--- config.mk ---
export PLATFORM = sky130hd
export DESIGN_NAME = ledx_expander
export DESIGN_NICKNAME = d
export VERILOG_FILES = /design/src/rtl/ledx_pkg.sv /design/src/rtl/ledx_i2c_target.sv /design/src/rtl/ledx_regs.sv /design/src/rtl/ledx_blink.sv /design/src/rtl/ledx_expander.sv
export SDC_FILE = /design/constraint.sdc
export NUM_CORES = 1
export LEC_CHECK = 0
export BUFFER_PORTS_ARGS = -buffer_cell sky130_fd_sc_hd__buf_2
export CORE_MARGIN = 2
export CORE_UTILIZATION = 40
export CTS_CLUSTER_SIZE = 25
export DETAILED_ROUTE_END_ITERATION = 16
export MAX_ROUTING_LAYER = met4
export SYNTH_ARGS = -nofsm -noshare
export SYNTH_HDL_FRONTEND = slang
export SYNTH_HIERARCHICAL = 1
export SYNTH_SLANG_ARGS = --single-unit
export TNS_END_PERCENT = 100
--- constraint.sdc ---
create_clock -name clk -period 3.3 [get_ports clk]
set_input_delay 0.165 -clock clk [delete_from_list [all_inputs] [get_ports clk]]
set_output_delay 0.165 -clock clk [all_outputs]
set_load 0.02 [all_outputs]
--- src/rtl/ledx_pkg.sv ---
package ledx_pkg;
    typedef enum logic [2:0] {
        ST_IDLE,
        ST_ADDR,
        ST_ACK_ADDR,
        ST_RX,
        ST_ACK_RX,
        ST_TX,
        ST_ACK_TX
    } bus_state_t;

    localparam int BYTE_W = 8;
    localparam int NBLINK = 2;
endpackage

--- src/rtl/ledx_i2c_target.sv ---
module ledx_i2c_target
    import ledx_pkg::*;
(
    input  logic        clk,
    input  logic        rst_n,
    input  logic        scl_i,
    input  logic        sda_i,
    input  logic [6:0]  dev_addr,
    input  logic [7:0]  rd_data,
    output logic        sda_drv_low,
    output logic        wr_en,
    output logic [7:0]  wr_data,
    output logic [7:0]  ptr
);
    logic [2:0] scl_p, sda_p;
    logic       scl_rise, scl_fall, start_c, stop_c;
    bus_state_t state;
    logic [3:0] cnt;
    logic [7:0] sh;
    logic       rw, first, nack;

    always_ff @(posedge clk or negedge rst_n) begin
        if (!rst_n) begin
            scl_p <= 3'b111;
            sda_p <= 3'b111;
        end else begin
            scl_p <= {scl_p[1:0], scl_i};
            sda_p <= {sda_p[1:0], sda_i};
        end
    end

    assign scl_rise = scl_p[1] && !scl_p[2];
    assign scl_fall = !scl_p[1] && scl_p[2];
    assign start_c  = scl_p[1] && scl_p[2] && sda_p[2] && !sda_p[1];
    assign stop_c   = scl_p[1] && scl_p[2] && !sda_p[2] && sda_p[1];

    // state register and byte datapath
    always_ff @(posedge clk or negedge rst_n) begin
        if (!rst_n) begin
            state <= ST_IDLE;
            cnt   <= '0;
            sh    <= '0;
            rw    <= 1'b0;
            first <= 1'b0;
            nack  <= 1'b0;
            ptr   <= '0;
        end else if (stop_c) begin
            state <= ST_IDLE;
        end else if (start_c) begin
            state <= ST_ADDR;
            cnt   <= '0;
        end else begin
            unique case (state)
                ST_IDLE: ;
                ST_ADDR: begin
                    if (scl_rise) begin
                        sh  <= {sh[6:0], sda_p[1]};
                        cnt <= cnt + 4'd1;
                    end else if (scl_fall && cnt == 4'd8) begin
                        cnt <= '0;
                        if (sh[7:1] == dev_addr) begin
                            rw    <= sh[0];
                            state <= ST_ACK_ADDR;
                        end else begin
                            state <= ST_IDLE;
                        end
                    end
                end
                ST_ACK_ADDR: begin
                    if (scl_fall) begin
                        if (rw) begin
                            state <= ST_TX;
                            sh    <= rd_data;
                        end else begin
                            state <= ST_RX;
                            first <= 1'b1;
                        end
                    end
                end
                ST_RX: begin
                    if (scl_rise) begin
                        sh  <= {sh[6:0], sda_p[1]};
                        cnt <= cnt + 4'd1;
                    end else if (scl_fall && cnt == 4'd8) begin
                        cnt   <= '0;
                        state <= ST_ACK_RX;
                        if (first) ptr <= sh;
                    end
                end
                ST_ACK_RX: begin
                    if (scl_fall) begin
                        state <= ST_RX;
                        first <= 1'b0;
                    end
                end
                ST_TX: begin
                    if (scl_rise) begin
                        cnt <= cnt + 4'd1;
                    end else if (scl_fall) begin
                        if (cnt == 4'd8) begin
                            cnt   <= '0;
                            state <= ST_ACK_TX;
                        end else begin
                            sh <= {sh[6:0], 1'b0};
                        end
                    end
                end
                ST_ACK_TX: begin
                    if (scl_rise) begin
                        nack <= sda_p[1];
                    end else if (scl_fall) begin
                        if (nack) begin
                            state <= ST_IDLE;
                        end else begin
                            state <= ST_TX;
                            sh    <= rd_data;
                        end
                    end
                end
                default: state <= ST_IDLE;
            endcase
        end
    end

    // outputs
    always_comb begin
        sda_drv_low = 1'b0;
        wr_en       = 1'b0;
        wr_data     = sh;
        unique case (state)
            ST_ACK_ADDR, ST_ACK_RX: sda_drv_low = 1'b1;
            ST_TX:                  sda_drv_low = !sh[7];
            ST_RX:                  wr_en = scl_fall && cnt == 4'd8 && !first
                                            && !start_c && !stop_c;
            default: ;
        endcase
    end

    p_quiet_addr_r1: assert property (@(posedge clk) disable iff (!rst_n)
        (state == ST_IDLE || state == ST_ADDR) |-> !sda_drv_low);

    p_mismatch_idle_r1: assert property (@(posedge clk) disable iff (!rst_n)
        (state == ST_ADDR && scl_fall && cnt == 4'd8 && sh[7:1] != dev_addr
         && !start_c && !stop_c) |=> state == ST_IDLE);

    p_stop_idle_r9: assert property (@(posedge clk) disable iff (!rst_n)
        stop_c |=> state == ST_IDLE);

    p_single_write_r2: assert property (@(posedge clk) disable iff (!rst_n)
        wr_en |=> !wr_en);
endmodule

--- src/rtl/ledx_regs.sv ---
module ledx_regs
    import ledx_pkg::*;
#(
    parameter int NPINS = 16
) (
    input  logic                         clk,
    input  logic                         rst_n,
    input  logic                         wr_en,
    input  logic [7:0]                   ptr,
    input  logic [7:0]                   wr_data,
    input  logic [NPINS-1:0]             pin_i,
    output logic [7:0]                   rd_data,
    output logic [NBLINK-1:0][7:0]       period,
    output logic [NBLINK-1:0][7:0]       duty,
    output logic [2*NPINS-1:0]           sel
);
    localparam int NIN    = NPINS / 8;
    localparam int NSEL   = NPINS / 4;
    localparam int P_PER0 = NIN;
    localparam int P_SEL0 = NIN + 2 * NBLINK;
    localparam int P_LAST = P_SEL0 + NSEL - 1;

    logic [NPINS-1:0] in_m, in_q;

    always_ff @(posedge clk or negedge rst_n) begin
        if (!rst_n) begin
            in_m <= '1;
            in_q <= '1;
        end else begin
            in_m <= pin_i;
            in_q <= in_m;
        end
    end

    always_ff @(posedge clk or negedge rst_n) begin
        if (!rst_n) begin
            period <= {NBLINK{8'hFF}};
            duty   <= {NBLINK{8'h80}};
            sel    <= {NSEL{8'h55}};
        end else if (wr_en) begin
            for (int k = 0; k < NBLINK; k++) begin
                if (ptr == 8'(P_PER0 + 2 * k))     period[k] <= wr_data;
                if (ptr == 8'(P_PER0 + 2 * k + 1)) duty[k]   <= wr_data;
            end
            for (int k = 0; k < NSEL; k++) begin
                if (ptr == 8'(P_SEL0 + k)) sel[8*k +: 8] <= wr_data;
            end
        end
    end

    always_comb begin
        rd_data = '0;
        for (int k = 0; k < NIN; k++)
            if (ptr == 8'(k)) rd_data = in_q[8*k +: 8];
        for (int k = 0; k < NBLINK; k++) begin
            if (ptr == 8'(P_PER0 + 2 * k))     rd_data = period[k];
            if (ptr == 8'(P_PER0 + 2 * k + 1)) rd_data = duty[k];
        end
        for (int k = 0; k < NSEL; k++)
            if (ptr == 8'(P_SEL0 + k)) rd_data = sel[8*k +: 8];
    end

    p_unmapped_ignored_r8: assert property (@(posedge clk) disable iff (!rst_n)
        (wr_en && ptr > 8'(P_LAST)) |=>
        (sel == $past(sel) && period == $past(period) && duty == $past(duty)));
endmodule

--- src/rtl/ledx_blink.sv ---
module ledx_blink (
    input  logic       clk,
    input  logic       rst_n,
    input  logic       tick,
    input  logic [7:0] period,
    input  logic [7:0] duty,
    output logic       blink_low
);
    logic [7:0] cnt;

    always_ff @(posedge clk or negedge rst_n) begin
        if (!rst_n)    cnt <= '0;
        else if (tick) cnt <= (cnt >= period) ? 8'd0 : cnt + 8'd1;
    end

    assign blink_low = cnt < duty;

    p_cnt_in_period_r7: assert property (@(posedge clk) disable iff (!rst_n)
        tick |=> cnt <= $past(period));
endmodule

--- src/rtl/ledx_expander.sv ---
module ledx_expander
    import ledx_pkg::*;
#(
    parameter int NPINS = 16
) (
    input  logic             clk,
    input  logic             rst_n,
    input  logic             scl_i,
    input  logic             sda_i,
    output logic             sda_drv_low,
    input  logic [6:0]       dev_addr,
    input  logic             blink_tick,
    input  logic [NPINS-1:0] pin_i,
    output logic [NPINS-1:0] pin_drv_low
);
    logic                   wr_en;
    logic [7:0]             wr_data, ptr, rd_data;
    logic [NBLINK-1:0][7:0] period, duty;
    logic [2*NPINS-1:0]     sel;
    logic [NBLINK-1:0]      blink_low;

    ledx_i2c_target i_bus (
        .clk(clk), .rst_n(rst_n), .scl_i(scl_i), .sda_i(sda_i),
        .dev_addr(dev_addr), .rd_data(rd_data), .sda_drv_low(sda_drv_low),
        .wr_en(wr_en), .wr_data(wr_data), .ptr(ptr)
    );

    ledx_regs #(.NPINS(NPINS)) i_regs (
        .clk(clk), .rst_n(rst_n), .wr_en(wr_en), .ptr(ptr),
        .wr_data(wr_data), .pin_i(pin_i), .rd_data(rd_data),
        .period(period), .duty(duty), .sel(sel)
    );

    for (genvar b = 0; b < NBLINK; b++) begin : g_blink
        ledx_blink i_blink (
            .clk(clk), .rst_n(rst_n), .tick(blink_tick),
            .period(period[b]), .duty(duty[b]), .blink_low(blink_low[b])
        );
    end

    for (genvar n = 0; n < NPINS; n++) begin : g_pin
        always_comb begin
            unique case (sel[2*n +: 2])
                2'd0:    pin_drv_low[n] = 1'b1;
                2'd1:    pin_drv_low[n] = 1'b0;
                2'd2:    pin_drv_low[n] = blink_low[0];
                default: pin_drv_low[n] = blink_low[1];
            endcase
        end

        p_released_r5: assert property (@(posedge clk) disable iff (!rst_n)
            (sel[2*n +: 2] == 2'd1) |-> !pin_drv_low[n]);
    end
endmodule

# == Word level (Yosys, flattened, before mapping) ==
# Cells that the tools add are included.
# word_totals
wordCells,231
reg_bits,144
# classes
reduce_logical,57
n_eq_ne,75
n_mux,68
n_bitwise,3
n_addsub,3
order_cmp,4
# op_table
op,count
$mux W8,21
$pmux W1 S3,16
$mux W3,15
$ne A4 B1 Y1 const B,10
$eq A2 B1 Y1 const B,16
$eq A2 B2 Y1 const B,16
$eq A8 B3 Y1 const B,4
$logic_not A2 Y1,16
$pmux W8 S4,1
$mux W4,6
$reduce_and A12 Y1,2
$pmux W3 S7,1
$reduce_and A6 Y1,3
$add A8 B1 Y8 const B,2
$eq A8 B2 Y1 const B,2
$eq A8 B4 Y1 const B,2
$ge A8 B8 Y1,2
$lt A8 B8 Y1,2
$ne A4 B4 Y1 const B,4
$reduce_and A2 Y1,8
$ne A2 B1 Y1 const B,6
$logic_and A1 B1 Y1,11
$ne A2 B2 Y1 const B,5
$eq A3 B3 Y1 const B,3
21 further kinds,36

# == Longest topological paths before layout ==
# depth
ltp_word,15
depth_mapped,11
depth_no_buf,9

# == Modules after synthesis ==
# The synthesis kept the hierarchy.
# modules_own_cells
mod,instances,area_each_um2,seq_area_each_um2,cells_each
ledx_regs,1,4166.5,2484.9,294
ledx_i2c_target,1,1880.6,808.3,177
ledx_blink,2,755.7,200.2,91
ledx_expander,1,296.5,0.0,51

# == Worst setup path after synthesis ==
# OpenSTA, ideal clock, no wires.
# synth_timing
path_kind,reg2reg
start,reg i_bus.scl_p[2]
end,reg i_regs.sel[17]
path_stages_with_launch,8
arrival_ps,2872
path_buffers,1
setup_ps,125
required_ps,3175
slack_ps,303
path_cell_list,dfstp_2 > ha_1 > buf_2 > a21bo_2 > nor4_1 > inv_1 > nor4_2 > mux2_2
# synth_via
elab_chain_cells,8
elab_cells_between_ends,14
classes_between,mux (1); reduce/logical (13)
# synth_rtl
element,line,rtl
"start, declared",ledx_i2c_target.sv:15,"logic [2:0] scl_p, sda_p;"
"start signal, assigned",ledx_i2c_target.sv:27,"scl_p <= {scl_p[1:0], scl_i};"
$logic_and A1 B1 Y1,"ledx_i2c_target.sv:34, ledx_i2c_target.sv:35",
$logic_and A1 B1 Y1 (2 in series),ledx_i2c_target.sv:34,assign start_c = scl_p[1] && scl_p[2] && sda_p[2] && !sda_p[1];
$logic_not A1 Y1,ledx_i2c_target.sv:134,&& !start_c && !stop_c;
$logic_and A1 B1 Y1,ledx_i2c_target.sv:134,
$logic_and A1 B1 Y1 *,ledx_i2c_target.sv:134,
$mux W1 *,ledx_i2c_target.sv:130,unique case (state)
net wr_en,ledx_expander.sv:16,logic wr_en;
$reduce_and A2 Y1 (no source line) *,-,
"end signal, assigned",ledx_regs.sv:39,sel <= {NSEL{8'h55}};
"end signal, assigned by index",ledx_regs.sv:46,if (ptr == 8'(P_SEL0 + k)) sel[8*k +: 8] <= wr_data;
"end, declared",ledx_regs.sv:15,output logic [2*NPINS-1:0] sel
# Mark *: on every way through the listed nets, which the timed path passes. The rest lies on a longest branch.
# A chain may end at the register's enable or synchronous reset.

# == Final worst setup path ==
# layout_timing
start,reg i_bus.scl_p[2]
end,reg i_regs.sel[11]
# The elaborated chain is that of the path after synthesis.

==> impl_metrics.tcl <==
set metrics [dict create \
    timing.final.crit_share 0.909 \
    drt-total-wl_um 19000 \
    die_area_um2 20800 \
    startpoint_type "flip-flop" \
    overflow 0 \
    syn_area_um2 7860 \
    power_mw 4.47 \
    io_pins 45 \
    critPathTopFamily "simple AND/OR/NAND/NOR gates" \
    cts_buffers 17 \
    crit_chain "ha_1 -> a21bo_2 -> nor4_1 -> inv_1 -> or3_1 -> mux2_4" \
    synth_top_family_by_area "multiplexers" \
    place_congestion 0.916 \
    vias 5684 \
    syn2layout_area_growth_pct 17.1 \
    drt_pass1_iterations 5 \
    synth-adder-area-share 0.0589 \
    avgSynthCellArea_um2 11.2 \
    start_util 0.406 \
    rsz0062_at_grt "false" \
    max_stage_delay_ns 0.63 \
    worst_clock_skew_ns 0.00600 \
    grt_util_all_layers 0.197 \
    synth_top_cell_area_share 0.241 \
    core_area_um2 19300 \
    setup_ws_ns 0.299 \
    grt_antenna_before_repair 1 \
    h-tree-depth 4 \
    viasPerCell 5.37 \
    hold_path.class "primary input to flip-flop" \
    yosysUniqueCellTypes 72 \
    drc 0 \
    vdd_drop_max_v 0.000370 \
    synth_top_area_cell "dfstp_2" \
    place_ws_ns 0.322 \
    muxShareOfSynthArea 0.158 \
    cp.required_ns 3.61 \
    synth_compound_area_frac 0.121 \
    finalSetupViolCount 0 \
    cts_tree "built" \
    slew_headroom 0.338 \
    dpl.hpwl_um 13400 \
    synth_warnings 6 \
    critical_path.max_fanout 9 \
    synth_nets 769 \
    critical_path_class "flip-flop to flip-flop" \
    tightest_slew_ns 0.993 \
    cts_setup_buffers 0 \
    clk_pin_slew_ns 0.06 \
    grt_max_degree 110 \
    max_cap_violations 0 \
    ys_ff_latch 144 \
    ys_seq_area_frac 0.470 \
    drt_iter0_drc 351 \
    drive_above_1_share 0.360 \
    outcome "finished, final reports clean" \
    worst_path_max_delay_cell "or3_1" \
    clk_latency_ns 0.42 \
    clock-sinks 144 \
    synth-edff-count 0 \
    slew_viol_final 0 \
    end_kind "flip-flop" \
    p_per_area_nw_per_um2 486 \
    p_leak_nw 3.86 \
    cts_buffer_depth 2 \
    num_rows 51 \
    fin_crit_ns 3.00 \
    cp_num_buf_inv 1 \
    finalNetCount 844 \
    fin_setup_tns_ns 0 \
    crit_arrival_ns 3.31 \
    grt_pass1_vias 5705 \
    async_reset_ff_frac 1.00 \
    die_h_um 144 \
    ys.flop_type "dfstp_2" \
    hold_viol 0 \
    routedWlPerCell_um 18.0 \
    syn_inst 704 \
    fmaxAchievable_mhz 333 \
    grt_pass1_wl_um 30300 \
    synth.area.top_cells "dfstp_2 24%, dfrtp_1 23%, mux2_2 12%, ha_1 5.9%, inv_1 2.2%" \
    synthXorXnorAreaFrac 0.0178 \
    io_buffers 44 \
    clock-root-buffer "clkbuf_16" \
    chipWidth_um 144 \
    ant_nets 0 \
    synth-simple-area-share 0.134 \
]
[report_power, final]
| group | switching (mW) | leakage (nW) | internal, mW |
|---|---|---|---|
| logic | 0.201 | 1.84 | 0.204 |
| registers | 0.305 | 1.73 | 1.88 |
| clock network | 0.754 | 0.280 | 1.13 |
[synthesized netlist by cell type, types with 8 or more instances]
| cell | instances |
|---|---|
| ha_1 | 37 |
| nor2b_1 | 18 |
| dfrtp_1 | 72 |
| xor2_1 | 12 |
| a21oi_1 | 18 |
| clkbuf_1 | 11 |
| a22oi_1 | 10 |
| mux2_4 | 8 |
| inv_1 | 47 |
| nor2_1 | 45 |
| nand2b_1 | 13 |
| nand2_1 | 35 |
| nand3_1 | 27 |
| o22ai_1 | 12 |
| mux2i_1 | 15 |
| o21ai_0 | 34 |
| dfstp_2 | 72 |
| mux2_2 | 84 |
[path summary, 6_finish.rpt]
kind,slack [ns],depth (start not counted),start,endpoint
worst max-delay path,0.30,6,i_bus/scl_p[2],i_regs/sel[11]
worst min-delay path,0.16,2,blink_tick,g_blink[1].i_blink/cnt[0]
worst max register to register,0.30,6,i_bus/scl_p[2],i_regs/sel[11]
worst min register to register,0.35,0,i_regs/in_m[1],i_regs/in_q[1]
max in group asynchronous,1.90,3,rst_n,i_regs/in_q[1]
min in group asynchronous,0.46,2,rst_n,g_blink[0].i_blink/cnt[0]
[cell usage in the layout, fill, tap and decap left out, drive strengths merged, types with 18 or more instances in the layout]
| master | instances |
|---|---|
| nand2 | 35 |
| dfstp | 72 |
| mux2 | 92 |
| a21oi | 18 |
| nor2b | 18 |
| dfrtp | 72 |
| nor2 | 46 |
| clkbuf | 19 |
| dlygate4sd3 | 19 |
| buf | 63 |
| nand3 | 27 |
| o21ai | 37 |
| ha | 37 |
| inv | 49 |
[kinds of logic (layout without fill, tap and decap cells)]
kind of cell    Yosys count  count (layout)
fa+ha+maj                37              37
mux                     108             108
other cells               0               1
flops                   144             144
compound gates          136             136
xor+xnor                 16              16
simple gates            189             189
buf+inv                  74             162
[cell type report]
| type | count | area, um^2 |
|---|---|---|
| Multi-Input combinational cell | 486 | 3840 |
| Clock inverter | 13 | 138 |
| Inverter | 48 | 180 |
| Timing Repair Buffer | 82 | 572 |
| Tap cell | 265 | 332 |
| Fill cell | 1771 | 10100 |
| Clock buffer | 19 | 443 |
| Antenna cell | 1 | 2.50 |
| Sequential cell | 144 | 3690 |
[per-layer routing]
| layer | GRT usage | up-vias | wire (um) |
|---|---|---|---|
| met5 | - | - | 0 |
| met4 | 0.0838 | 0 | 536 |
| met3 | 0.0344 | 34 | 561 |
| met2 | 0.307 | 123 | 9000 |
| met1 | 0.254 | 2833 | 8950 |
| li1 | - | 2694 | - |
[timing repair]
item                       CTS  global route
resized for setup            0             1
hold endpoints to repair    74             0
setup endpoints to repair    0             1
hold buffers                19             0
[metrics by stage]
step / utilization / hold WS, ns / instance area, um^2 / cells
finish: 0.476 / 0.162 / 9200 / 1058
global route: 0.476 / 0.206 / 9200 / 1058
CTS: 0.476 / 0.148 / 9200 / 1057
detailed placement: 0.436 / 0.271 / 8430 / 1006
global placement: 0.436 / 0.271 / 8430 / 1006
floorplan: - / -0.131 / 7860 / 704
[worst register-to-register path, stage by stage, from the launching register on]
cell and delay, ns:
dfstp_2 0.54, ha_1 0.30, a21bo_2 0.31, nor4_1 0.53
inv_1 0.20, or3_1 0.63, mux2_4 0.38
[registers in the layout, summed over array words and instances, names as in the netlist, 3 cells and up]
register and flops:
i_regs/sel 32, i_regs/in_q 16, i_regs/period 16, i_bus/scl_p 3
g_blink.i_blink/cnt 16, i_bus/ptr 8, i_bus/state 3, i_bus/sda_p 3
i_regs/in_m 16, i_bus/wr_data 8, i_bus/cnt 4, i_regs/duty 16
(Power assumes the default switching activity.)
